[src/rtl/mswc_pkg.sv]
package mswc_pkg;
   typedef enum logic [2:0] {
      ST_IDLE,
      ST_DRAIN,
      ST_SPILL,
      ST_RECFG,
      ST_FILL,
      ST_RAT
   } sw_state_t;
endpackage

[src/rtl/mswc_policy.sv]
module mswc_policy #(
   parameter int CNT_W   = 4,
   parameter int OOO_MAX = 2
) (
   input  logic [CNT_W-1:0] thread_cnt,
   output logic             want_ino
);
   always_comb want_ino = (int'(thread_cnt) > OOO_MAX);
endmodule

[src/rtl/mswc_walker.sv]
module mswc_walker #(
   parameter int CNT_W = 4,
   parameter int TID_W = 3,
   parameter int NREGS = 16,
   parameter int REG_W = 4
) (
   input  logic             clk,
   input  logic             rst_n,
   input  logic             start,
   input  logic [CNT_W-1:0] nthr,
   input  logic             ack,
   output logic             req,
   output logic [TID_W-1:0] tid,
   output logic [REG_W-1:0] rid,
   output logic             done
);
   logic             busy;
   logic             reg_wrap;
   logic [CNT_W-1:0] nthr_q;

   generate
      if (NREGS == 1) begin : g_single
         assign rid      = '0;
         assign reg_wrap = 1'b1;
      end else begin : g_multi
         localparam logic [REG_W-1:0] LAST_R = REG_W'(NREGS - 1);
         logic [REG_W-1:0] r_q;
         always_ff @(posedge clk) begin
            if (!rst_n)             r_q <= '0;
            else if (start)         r_q <= '0;
            else if (busy && ack)   r_q <= (r_q == LAST_R) ? '0 : r_q + 1'b1;
         end
         assign rid      = r_q;
         assign reg_wrap = (r_q == LAST_R);
      end
   endgenerate

   always_ff @(posedge clk) begin
      if (!rst_n) begin
         busy   <= 1'b0;
         done   <= 1'b0;
         tid    <= '0;
         nthr_q <= '0;
      end else begin
         done <= 1'b0;
         if (start) begin
            tid    <= '0;
            nthr_q <= nthr;
            if (nthr == '0) done <= 1'b1;
            else            busy <= 1'b1;
         end else if (busy && ack && reg_wrap) begin
            if (CNT_W'(tid) + CNT_W'(1) == nthr_q) begin
               busy <= 1'b0;
               done <= 1'b1;
            end else begin
               tid <= tid + 1'b1;
            end
         end
      end
   end

   assign req = busy;


   hold_until_ack_chk: assert property (@(posedge clk) disable iff (!rst_n)
      (req && !ack) |=> (req && $stable(tid) && $stable(rid)));
endmodule

[src/rtl/mode_switch_ctrl.sv]
module mode_switch_ctrl
   import mswc_pkg::*;
#(
   parameter int OOO_MAX  = 2,
   parameter int INO_MAX  = 8,
   parameter int NREGS    = 16,
   parameter int WAY_W    = 3,
   parameter int SAVE_WAY = 7,
   localparam int CNT_W   = $clog2(INO_MAX + 1),
   localparam int TID_W   = $clog2(INO_MAX),
   localparam int REG_W   = (NREGS > 1) ? $clog2(NREGS) : 1
) (
   input  logic             clk,
   input  logic             rst_n,
   input  logic [CNT_W-1:0] active_threads,
   input  logic             pipe_empty,
   output logic             spill_req,
   output logic [TID_W-1:0] spill_tid,
   output logic [REG_W-1:0] spill_rid,
   output logic [WAY_W-1:0] spill_way,
   input  logic             spill_ack,
   output logic             fill_req,
   output logic [TID_W-1:0] fill_tid,
   output logic [REG_W-1:0] fill_rid,
   output logic [WAY_W-1:0] fill_way,
   input  logic             fill_ack,
   output logic             rat_upd_req,
   input  logic             rat_upd_ack,
   output logic             fetch_stall,
   output logic             rename_en,
   output logic             ooo_sched_en,
   output logic             ldq_en,
   output logic             mode_ino,
   output logic             switch_done
);
   localparam logic [CNT_W-1:0] OOO_CAP = CNT_W'(OOO_MAX);
   localparam logic [CNT_W-1:0] INO_CAP = CNT_W'(INO_MAX);

   generate
      if (OOO_MAX < 1 || INO_MAX <= OOO_MAX) begin : g_bad_caps
         $error("mode_switch_ctrl: need 1 <= OOO_MAX < INO_MAX");
      end
      if (NREGS < 1) begin : g_bad_regs
         $error("mode_switch_ctrl: NREGS must be at least 1");
      end
      if (SAVE_WAY < 0 || SAVE_WAY >= (1 << WAY_W)) begin : g_bad_way
         $error("mode_switch_ctrl: SAVE_WAY does not fit WAY_W");
      end
   endgenerate

   sw_state_t        state;
   logic             mode_q;
   logic [CNT_W-1:0] cnt_q;
   logic             want_ino;
   logic             start_sw;
   logic             spill_start, fill_start;
   logic             spill_fin, fill_fin;
   logic [CNT_W-1:0] old_cap, new_cap, spill_n, fill_n;

   mswc_policy #(.CNT_W(CNT_W), .OOO_MAX(OOO_MAX)) u_policy (
      .thread_cnt (active_threads),
      .want_ino   (want_ino)
   );

   always_comb begin
      start_sw    = (state == ST_IDLE) && (want_ino != mode_q);
      spill_start = (state == ST_DRAIN) && pipe_empty;
      fill_start  = (state == ST_RECFG);
      old_cap     = mode_q ? INO_CAP : OOO_CAP;
      new_cap     = mode_q ? OOO_CAP : INO_CAP;
      spill_n     = (cnt_q > old_cap) ? old_cap : cnt_q;
      fill_n      = (cnt_q > new_cap) ? new_cap : cnt_q;
   end

   mswc_walker #(.CNT_W(CNT_W), .TID_W(TID_W), .NREGS(NREGS), .REG_W(REG_W)) u_spill (
      .clk(clk), .rst_n(rst_n), .start(spill_start), .nthr(spill_n), .ack(spill_ack),
      .req(spill_req), .tid(spill_tid), .rid(spill_rid), .done(spill_fin)
   );

   mswc_walker #(.CNT_W(CNT_W), .TID_W(TID_W), .NREGS(NREGS), .REG_W(REG_W)) u_fill (
      .clk(clk), .rst_n(rst_n), .start(fill_start), .nthr(fill_n), .ack(fill_ack),
      .req(fill_req), .tid(fill_tid), .rid(fill_rid), .done(fill_fin)
   );

   always_ff @(posedge clk) begin
      if (!rst_n) begin
         state       <= ST_IDLE;
         mode_q      <= 1'b0;
         cnt_q       <= '0;
         switch_done <= 1'b0;
      end else begin
         switch_done <= 1'b0;
         case (state)
            ST_IDLE:  if (start_sw) begin
                         cnt_q <= active_threads;
                         state <= ST_DRAIN;
                      end
            ST_DRAIN: if (pipe_empty) state <= ST_SPILL;
            ST_SPILL: if (spill_fin) state <= ST_RECFG;
            ST_RECFG: begin
                         mode_q <= ~mode_q;
                         state  <= ST_FILL;
                      end
            ST_FILL:  if (fill_fin) begin
                         if (!mode_q) state <= ST_RAT;
                         else begin
                            state       <= ST_IDLE;
                            switch_done <= 1'b1;
                         end
                      end
            ST_RAT:   if (rat_upd_ack) begin
                         state       <= ST_IDLE;
                         switch_done <= 1'b1;
                      end
            default:  state <= ST_IDLE;
         endcase
      end
   end

   assign rat_upd_req  = (state == ST_RAT);
   assign fetch_stall  = (state != ST_IDLE);
   assign mode_ino     = mode_q;
   assign rename_en    = ~mode_q;
   assign ooo_sched_en = ~mode_q;
   assign ldq_en       = ~mode_q;
   assign spill_way    = WAY_W'(SAVE_WAY);
   assign fill_way     = WAY_W'(SAVE_WAY);


   mode_matches_snapshot_chk: assert property (@(posedge clk) disable iff (!rst_n)
      switch_done |-> (mode_ino == (cnt_q > OOO_CAP)));

   mode_frozen_when_idle_chk: assert property (@(posedge clk) disable iff (!rst_n)
      !fetch_stall |=> $stable(mode_ino));

   no_overlap_walks_chk: assert property (@(posedge clk) disable iff (!rst_n)
      !(spill_req && fill_req));

   rat_only_to_ooo_chk: assert property (@(posedge clk) disable iff (!rst_n)
      rat_upd_req |-> (!mode_ino && !fill_req));

   stall_covers_reqs_chk: assert property (@(posedge clk) disable iff (!rst_n)
      (spill_req || fill_req || rat_upd_req) |-> fetch_stall);

   done_single_pulse_chk: assert property (@(posedge clk) disable iff (!rst_n)
      switch_done |=> !switch_done);
endmodule

[config.mk]
export PLATFORM = sky130hd
export DESIGN_NAME = mode_switch_ctrl
export DESIGN_NICKNAME = d
export VERILOG_FILES = /design/src/rtl/mswc_pkg.sv /design/src/rtl/mswc_policy.sv /design/src/rtl/mswc_walker.sv /design/src/rtl/mode_switch_ctrl.sv
export SDC_FILE = /design/constraint.sdc
export NUM_CORES = 1
export LEC_CHECK = 0
export BUFFER_PORTS_ARGS = -buffer_cell sky130_fd_sc_hd__buf_4
export CAP_MARGIN = 30
export CORE_MARGIN = 2
export CORE_UTILIZATION = 30
export DETAILED_ROUTE_END_ITERATION = 12
export GPL_TIMING_DRIVEN = 0
export PLACE_DENSITY = 0.48
export SYNTH_ARGS = -nofsm -noshare
export SYNTH_HDL_FRONTEND = slang
export SYNTH_SLANG_ARGS = --single-unit
export TNS_END_PERCENT = 5
[constraint.sdc]
create_clock -name clk -period 4.2 [get_ports clk]
set_input_delay 0.42 -clock clk [delete_from_list [all_inputs] [get_ports clk]]
set_output_delay 0.42 -clock clk [all_outputs]
set_load 0.02 [all_outputs]
==> flow_metrics.py <==
metrics = {
    "cells_and_area": {
        "nets": 293,
        "layout-drive-gt1-share": 0.211,
        "finalNonFillerCells": 352,
        "syn2layout_area_growth_pct": 22.9,
        "diodes": 0,
    },
    "detailed_routing": {
        "drt_iter0_drc": 84,
        "wl_met3_um": 172,
        "wirelength_met1_um": 2110,
        "routed-via-count": 1672,
        "drc": 0,
        "wl_met2_um": 1930,
        "via_per_inst": 4.75,
        "first_pass_iters": 4,
        "totalWireLength_um": 4270,
        "ant_nets": 0,
        "wl_per_cell_um": 12.1,
        "top_layer_used": "met4",
    },
    "die": {
        "pin_count": 39,
        "dieHeight_um": 84.2,
        "design.core.area_um2": 6280,
        "die_w_um": 84.2,
        "die_area_um2": 7090,
        "num_rows": 29,
        "initial_core_util": 0.308,
    },
    "critical_path": {
        "r2r_end": "u_spill.req",
        "crit_path_start": "mode_ino",
        "r2r_setup_slack_ns": 1.77,
        "startpoint_type": "register",
        "worstSetupEndpoint": "u_spill.req",
        "worstPathArrival_ns": 2.62,
        "critPathMaxFanout": 8,
        "worstSetupEndpointType": "register",
        "rr_startpoint": "mode_ino",
        "worstPathRequired_ns": 4.39,
        "critPathKind": "reg2reg",
        "reg2regPathDepth": 8,
    },
    "yosys": {
        "synthArstFlopShare": 0,
        "synth_top_area_frac": 0.363,
        "netlist_area_um2": 1930,
        "synth.area.top_cells": "dfxtp_1 36%, ha_1 5.2%, a21oi_1 4.9%",
        "synth_edf_count": 0,
        "synth_top_area_cell": "dfxtp_1",
        "synth_seq_area_share": 0.363,
        "synth_cells": 231,
        "synth_cell_types": 41,
        "synth_flop_cell": "dfxtp_1",
        "avgSynthCellArea_um2": 8.36,
        "synth_seq_cells": 35,
        "synth_warnings": 0,
    },
    "global_routing": {
        "overflow": 0,
        "grt_max_degree": 11,
        "grt_first_pass_wirelength_um": 7490,
        "antenna_found_initial": 0,
        "grt_usage": 0.131,
        "grt_pass1_vias": 1558,
    },
    "sta": {
        "max_clock_freq_mhz": 412,
        "tns_ns": 0,
        "rsz0062_at_grt": "no",
        "setup_viol": 0,
        "slew_headroom": 0.668,
        "tightest_slew_ns": 0.492,
        "hold_ws_ns": 0.370,
        "drv_slew": 0,
        "fin_worst_skew_ns": 0.00703,
        "fin_crit_ns": 2.43,
        "final_hold_viol_count": 0,
        "period_share": 0.578,
    },
    "clock_network": {
        "clockBufferDepth": 2,
        "cts.reportedPaths.clkPinSlew_ns": 0.07,
        "hold_buffers": 0,
        "cts_buffers": 5,
        "cts_resized": 0,
        "clk_latency_ns": 0.29,
        "clockRootBuffer": "clkbuf_8",
        "cts_max_level": 2,
        "cts_tree": "built",
        "clkSinkCount": 35,
        "postCtsSetupRepairBufs": 0,
    },
    "hold_path": {
        "hp-class": "in2reg",
        "worstHoldStart": "active_threads[1]",
    },
    "placed_design": {
        "dpl.hpwl_um": 3200,
        "globalplace.congestion": 0.751,
        "dp_cells": 345,
        "io_buffers": 32,
    },
    "flow_run": {
        "drv_cap": 0,
    },
    "power_and_ir_drop": {
        "power_w": 0.000835,
        "ir_worst_vdd_mv": 0.129,
        "powerDensity_nw_per_um2": 352,
        "cellLeakagePower_nw": 1.01,
    },
    "outcome": {
        "outcome": "complete, no violations",
    },
}
report_power, final:
part / switching, W / internal (W)
sequential: 0.0000166 / 0.000350
combinational: 0.000122 / 0.0000951
clock: 0.000123 / 0.000129
critical path: stages, from the launching register on:
cell     delay, ns
dfxtp_1       0.38
buf_2         0.24
inv_1         0.20
ha_1          0.43
and2_1        0.21
nor3b_1       0.15
o41ai_1       0.43
nor3_1        0.08
a31o_2        0.22
cell usage after synthesis, types with 8 or more instances:
master    number
ha_1           8
nor2_1        19
dfxtp_1       35
a21oi_1       19
nand3_1        8
o21ai_0       10
mux2i_1        9
nor3_1         8
buf_4          8
nand2_1       20
nand2b_1       8
sequential cells by signal, summed over array words and instances (netlist names):
name / flops
u_spill.nthr_q: 4
u_fill.done: 1
u_fill.nthr_q: 4
u_spill.rid: 4
u_spill.req: 1
mode_ino: 1
u_spill.tid: 3
u_spill.done: 1
u_fill.rid: 4
u_fill.req: 1
u_fill.tid: 3
state: 3
cnt_q: 4
switch_done: 1
area by class of cell:
class	instances	area (um^2)
Multi-Input combinational cell	176	1120
Fill cell	682	3900
Clock inverter	1	5.00
Tap cell	77	96.3
Buffer	18	106
Sequential cell	35	701
Inverter	7	26.3
Timing Repair Buffer	32	240
Clock buffer	6	82.6
worst min path at each step:
stage                   endpoint  slack, ns  cells after the start
6_report                cnt_q[1]       0.37                      3
5_1_grt                 cnt_q[1]       0.36                      3
4_1_cts                 cnt_q[1]       0.36                      3
3_5_place_dp   u_spill.nthr_q[2]       0.46                      2
3_3_place_gp   u_spill.nthr_q[2]       0.46                      2
2_1_floorplan   u_fill.nthr_q[0]       0.44                      2
layer usage:
| metal | up-vias | GRT usage |
|---|---|---|
| met3 | 5 | 0.0433 |
| met2 | 23 | 0.198 |
| met4 | 0 | 0.0396 |
| li1 | 899 | - |
| met1 | 745 | 0.179 |
| met5 | - | 0 |
per-stage QoR:
| stage | utilization | setup slack (ns) | instance area (um^2) |
|---|---|---|---|
| 2_1_floorplan | - | 1.92 | 1950 |
| 3_3_place_gp | 0.364 | 1.76 | 2290 |
| 3_5_place_dp | 0.364 | 1.78 | 2290 |
| 4_1_cts | 0.378 | 1.76 | 2370 |
| 5_1_grt | 0.378 | 1.54 | 2370 |
| 6_report | 0.378 | 1.77 | 2370 |
placed cells by master, fill, tap and decap left out, drive strengths merged, types with 2 or more instances in the layout:
| cell | n |
|---|---|
| a211oi | 5 |
| inv | 7 |
| nor4 | 4 |
| clkbuf | 8 |
| and4 | 2 |
| and2 | 3 |
| o41ai | 2 |
| mux2i | 9 |
| nor3b | 3 |
| nand3 | 8 |
| nand3b | 2 |
| conb | 6 |
| buf | 48 |
| nand2 | 20 |
| nand2b | 8 |
| nor2 | 19 |
| or3 | 6 |
| ha | 8 |
| nor3 | 8 |
| o21ai | 10 |
| a21oi | 19 |
| o211a | 3 |
| dfxtp | 35 |
| nand4 | 5 |
| xor2 | 7 |
| xnor2 | 7 |
kinds of logic (layout without fill, tap and decap cells):
group	count (synthesis)	count (layout)	synth area share
AOI/OAI and AO/OA	48	48	0.161
DFF	35	35	0.363
adders and majority gates	8	8	0.0518
other	1	6	0.00194
buffers and inverters	25	64	0.0687
and+or+nand+nor	90	90	0.238
xor gates and xnor gates	14	14	0.0635
muxes	10	10	0.0525
Note: power is estimated with default switching activity, not from simulation.
